===== src/rtl/crc_chk_pkg.sv =====
package crc_chk_pkg;
  localparam logic [15:0] CRC_POLY   = 16'h8005;
  localparam logic [7:0]  FLAG_EMPTY = 8'h00;
  localparam logic [7:0]  FLAG_SET   = 8'hFF;

  typedef enum logic {ST_IDLE, ST_RUN} chk_state_e;

  function automatic logic [15:0] crc_fold(logic [15:0] crc, logic [7:0] data);
    logic [15:0] c;
    logic        fb;
    c = crc;
    for (int i = 7; i >= 0; i--) begin
      fb = c[15] ^ data[i];
      c  = {c[14:0], 1'b0};
      if (fb) c = c ^ CRC_POLY;
    end
    return c;
  endfunction
endpackage


===== src/rtl/chk_ref_store.sv =====
module chk_ref_store
  import crc_chk_pkg::*;
(
  input  logic        clk_i,
  input  logic        rst_ni,
  input  logic        commit_i,
  input  logic [15:0] sig_i,
  output logic [7:0]  flag_o,
  output logic        match_o
);
  logic [15:0] ref_q;
  logic [7:0]  flag_q;

  always_ff @(posedge clk_i or negedge rst_ni) begin
    if (!rst_ni) begin
      ref_q  <= '0;
      flag_q <= FLAG_EMPTY;
    end else if (commit_i && flag_q == FLAG_EMPTY) begin
      ref_q  <= sig_i;
      flag_q <= FLAG_SET;
    end
  end

  assign flag_o  = flag_q;
  assign match_o = (ref_q == sig_i);

  AST_FLAG_LEGAL: assert property (@(posedge clk_i) disable iff (!rst_ni)
    (flag_o == FLAG_EMPTY) || (flag_o == FLAG_SET));
  AST_FLAG_STICKY: assert property (@(posedge clk_i) disable iff (!rst_ni)
    (flag_o == FLAG_SET) |=> (flag_o == FLAG_SET));
  AST_REF_KEPT: assert property (@(posedge clk_i) disable iff (!rst_ni)
    (flag_o == FLAG_SET) |=> $stable(ref_q));
endmodule


===== config.mk =====
export PLATFORM = sky130hd
export DESIGN_NAME = chk_ref_store
export DESIGN_NICKNAME = d
export VERILOG_FILES = /design/src/rtl/crc_chk_pkg.sv /design/src/rtl/chk_ref_store.sv
export SDC_FILE = /design/constraint.sdc
export NUM_CORES = 1
export LEC_CHECK = 0
export BUFFER_PORTS_ARGS = -buffer_cell sky130_fd_sc_hd__buf_2
export CORE_MARGIN = 3
export CORE_UTILIZATION = 40
export CTS_BUF_LIST = sky130_fd_sc_hd__clkbuf_8
export DETAILED_ROUTE_END_ITERATION = 8
export PLACE_DENSITY = 0.67
export SETUP_SLACK_MARGIN = 0.3
export SLEW_MARGIN = 20
export SYNTH_ARGS = -nofsm -noshare
export SYNTH_HDL_FRONTEND = slang
export SYNTH_SLANG_ARGS = --single-unit

===== constraint.sdc =====
create_clock -name clk_i -period 3 [get_ports clk_i]
set_input_delay 0.6 -clock clk_i [delete_from_list [all_inputs] [get_ports clk_i]]
set_output_delay 0.6 -clock clk_i [all_outputs]
set_load 0.05 [all_outputs]

# Word level (Yosys, flattened, before mapping)

Index checks and enable logic that the tools add are counted.
Widths: inputs -> output; s select.

Input port bits: 19
Register bits after elaboration: 17
Word-level logic and storage cells: 5
Output and inout port bits: 9

Equal/unequal tests: 1
Reductions and logical operators: 2

Operator list:

| cell              | count |
|---|---|
| $eq 16x16->1      | 1 |
| $logic_not 8->1   | 1 |
| $logic_and 1x1->1 | 1 |

# Logic depth before layout (Yosys ltp)

Depth in word-level cells: 2
Depth in mapped cells: 4
Depth with buffers taken out: 3

# Worst setup path after synthesis

Ideal clock, no wire load.

Path type: input -> output
From: in sig_i[5]
To: out match_o
Arrival: 2.395 ns
Stages on the path: 3
Required time: 2.400 ns
Buffers on the path: 0
Setup slack: 0.005 ns
Cells stage by stage: xnor2_1 nand4_1 nor4_1

Cells in the longest elaborated chain, start to end: 1

Ends and longest elaborated chain:

| element      | line                | text |
|---|---|---|
| from (decl)  | chk_ref_store.sv:7  | `input logic [15:0] sig_i,` |
| $eq 16x16->1 | chk_ref_store.sv:25 | `assign match_o = (ref_q == sig_i);` |
| to (decl)    | chk_ref_store.sv:9  | `output logic match_o` |

Every way passes these cells.

# Worst setup path after layout

From: in sig_i[3]
To: out match_o

Same word-level chain as after synthesis.

==> run summary <==
Final setup skew - 0.00355 ns
Number of global-route vias before repair - 533
Worst setup SP type - primary input
Hold Fails Final Rpt - 0
Highest attainable clock frequency - 0.453 GHz
GPL Wtd Cong - 0.607
Die Footprint - 2910 um^2
Via count - 517
Bufs on Longest Clock Path - 2
Number of enable flip-flop cells after synthesis - 0
Ranking of synthesized cells by area - dfrtp_1 46%, mux2_4 16%, xnor2_1 15%, mux2_2 7.4%, buf_4 5.7%
Lkg Pwr - 0.497 nW
CTS clk-pin slew, worst paths - 0.07 ns
Slew @ Worst Pin - 0.372 ns
Max-cap violations - 0
Routed len/inst - 12.9 um
First-pass GRT wire length - 2300 um
Dpl hpwl - 1100 um
PortBufs - 27
Top cell type's share of synthesized area - 46.3%
Final setup TNS - 0 ns
Seq cells post-synth - 17
VDD IR-drop max - 0.000304 V
Synth Cell Area - 918 um^2
WP data arrival - 1.61 ns
Syn-to-layout area delta - 15.0%
Most numerous cell in the Yosys netlist - dfrtp_1
Largest area contributor in the netlist - dfrtp_1
Status - finished clean
Total Power - 532 uW
Comb pwr share - 16.9%
Via-per-instance ratio - 4.54
Detail Route Antenna Nets - 0
Clock Power Share - 31.8%
Worst Path Class, Setup - primary input to primary output
CTS Buf Count - 3
First-pass iteration count of the detailed router - 4
RSZ-0062 raised after global routing - false
Fill cell count - 186
GRT overflow - 0
Chip width - 53.9 um
CTS-repair resized insts - 0
Num ports - 28
Total Routed Length - 1470 um
GRT Util Overall - 11.4%
Worst Hold Class - primary input to async pin
Mapped Nets - 84
Internal - 406 uW
N_diodes - 0
Crit path time final - 2.21 ns
Per-instance average area after synthesis - 14.1 um^2
DRC viols - 0
Sequential share of the synthesized area - 46.3%
Largest net degree at the start of global routing - 18
Initial DRC count - 1
Nets@finish - 107
Antenna violations before repair - 0
Synth top cells by count - 17 x dfrtp_1, 16 x xnor2_1, 10 x mux2_4
Core Area - 2060 um^2
Fin crit share - 73.6%
Worst setup EP type - primary output
Synth unique cells - 11
Final Max Slew Viols - 0
CP required - 2.40 ns
Crit Path Max Fanout - 2
FP Rows - 16
# setup viols final - 0
# H-tree levels - 1
Post-CTS Setup Repair Bufs - 0
Clk sinks - 17
Slew HR - 75.2%
NetSw - 126 uW
Sequential share of power - 51.2%
Cell Pwr Density - 504 nW/um^2
Synth Warn # - 0
Cell count after synthesis - 65
Skew-Pair Late Insertion Delay - 0.25 ns
Die H - 53.9 um
Async set-reset flop share out of synthesis - 100%
Layout cells sized above 1 - 57.5%
TritonCTS clock tree - yes
CTS Root Cell - clkbuf_8
Switching share of power - 23.8%
# hold bufs at CTS - 0
Initial Util - 44.5%
Ys flop type - dfrtp_1
## cells by family after synthesis
family / synth area share (%)
multiplexers: 23.7
XOR/XNOR: 15.3
AND/OR/NAND/NOR: 5.59
flip-flops: 46.3
buffers and inverters: 9.13
## state kept, by name (all words and copies together) (netlist names)
register,cells
ref_q,16
flag_o,1
## final timing paths
check | startpoint | endpoint | slack, ns | cells after the start
min | rst_ni | ref_q[13] | 0.25 | 1
max reg2reg | flag_o[0] | ref_q[14] | 1.72 | 2
min in group clk_i | ref_q[8] | ref_q[8] | 0.53 | 1
max | sig_i[3] | match_o | 0.79 | 5
min reg2reg | ref_q[8] | ref_q[8] | 0.53 | 1
max in group asynchronous | rst_ni | ref_q[14] | 2.48 | 1
## power groups by stage
stage	combinational [mW]	sequential (mW)	clock [mW]
4_1_cts	0.0920	0.272	0.176
3_5_place_dp	0.0909	0.276	0
5_1_grt	0.0985	0.275	0.186
3_3_place_gp	0.0884	0.275	0
2_1_floorplan	0.0633	0.272	0
6_report	0.0900	0.273	0.169
## per-stage QoR
step	util (%)	hold WS (ns)	std cells	worst slack, ns	instance area (um^2)
final	51.2	0.255	114	0.791	1060
after global routing	51.2	0.267	114	0.694	1060
after CTS	51.2	0.261	114	0.775	1060
after detailed placement	49.0	0.517	110	0.794	1010
after global placement	49.0	0.509	110	0.811	1010
after floorplan	-	0.304	65	0.564	925
## placed cells by master, fill, tap and decap left out
master and n:
nand4_1 4, or2_2 1, dfrtp_1 17, buf_2 27, nor4_2 1, clkinv_2 1, nand2b_4 1, clkbuf_8 3
mux2_2 6, xnor2_1 16, mux2_4 10
## critical path, cell delays in order
cell     delay (ns)
buf_2          0.11
xnor2_1        0.17
nand4_1        0.14
nor4_2         0.28
buf_2          0.30
## area by class of cell
type                       instances  area, um^2  share of cell area [%]
multi-input combinational         39         415                    39.3
clock inverter                     1        5.00                   0.474
sequential                        17         425                    40.3
tap                               27        33.8                    3.20
clock buffer                       3        41.3                    3.91
timing repair buffer              27         135                    12.8
## metal layers
metal / GRT usage, % / share of wire (%) / up-vias
li1: - / - / 256
met2: 19.2 / 50 / 16
met5: 0 / 0 / -
met3: 4.16 / 5.8 / 0
met1: 13.4 / 44 / 245
met4: 3.83 / 0 / 0
(Power assumes the default switching activity.)
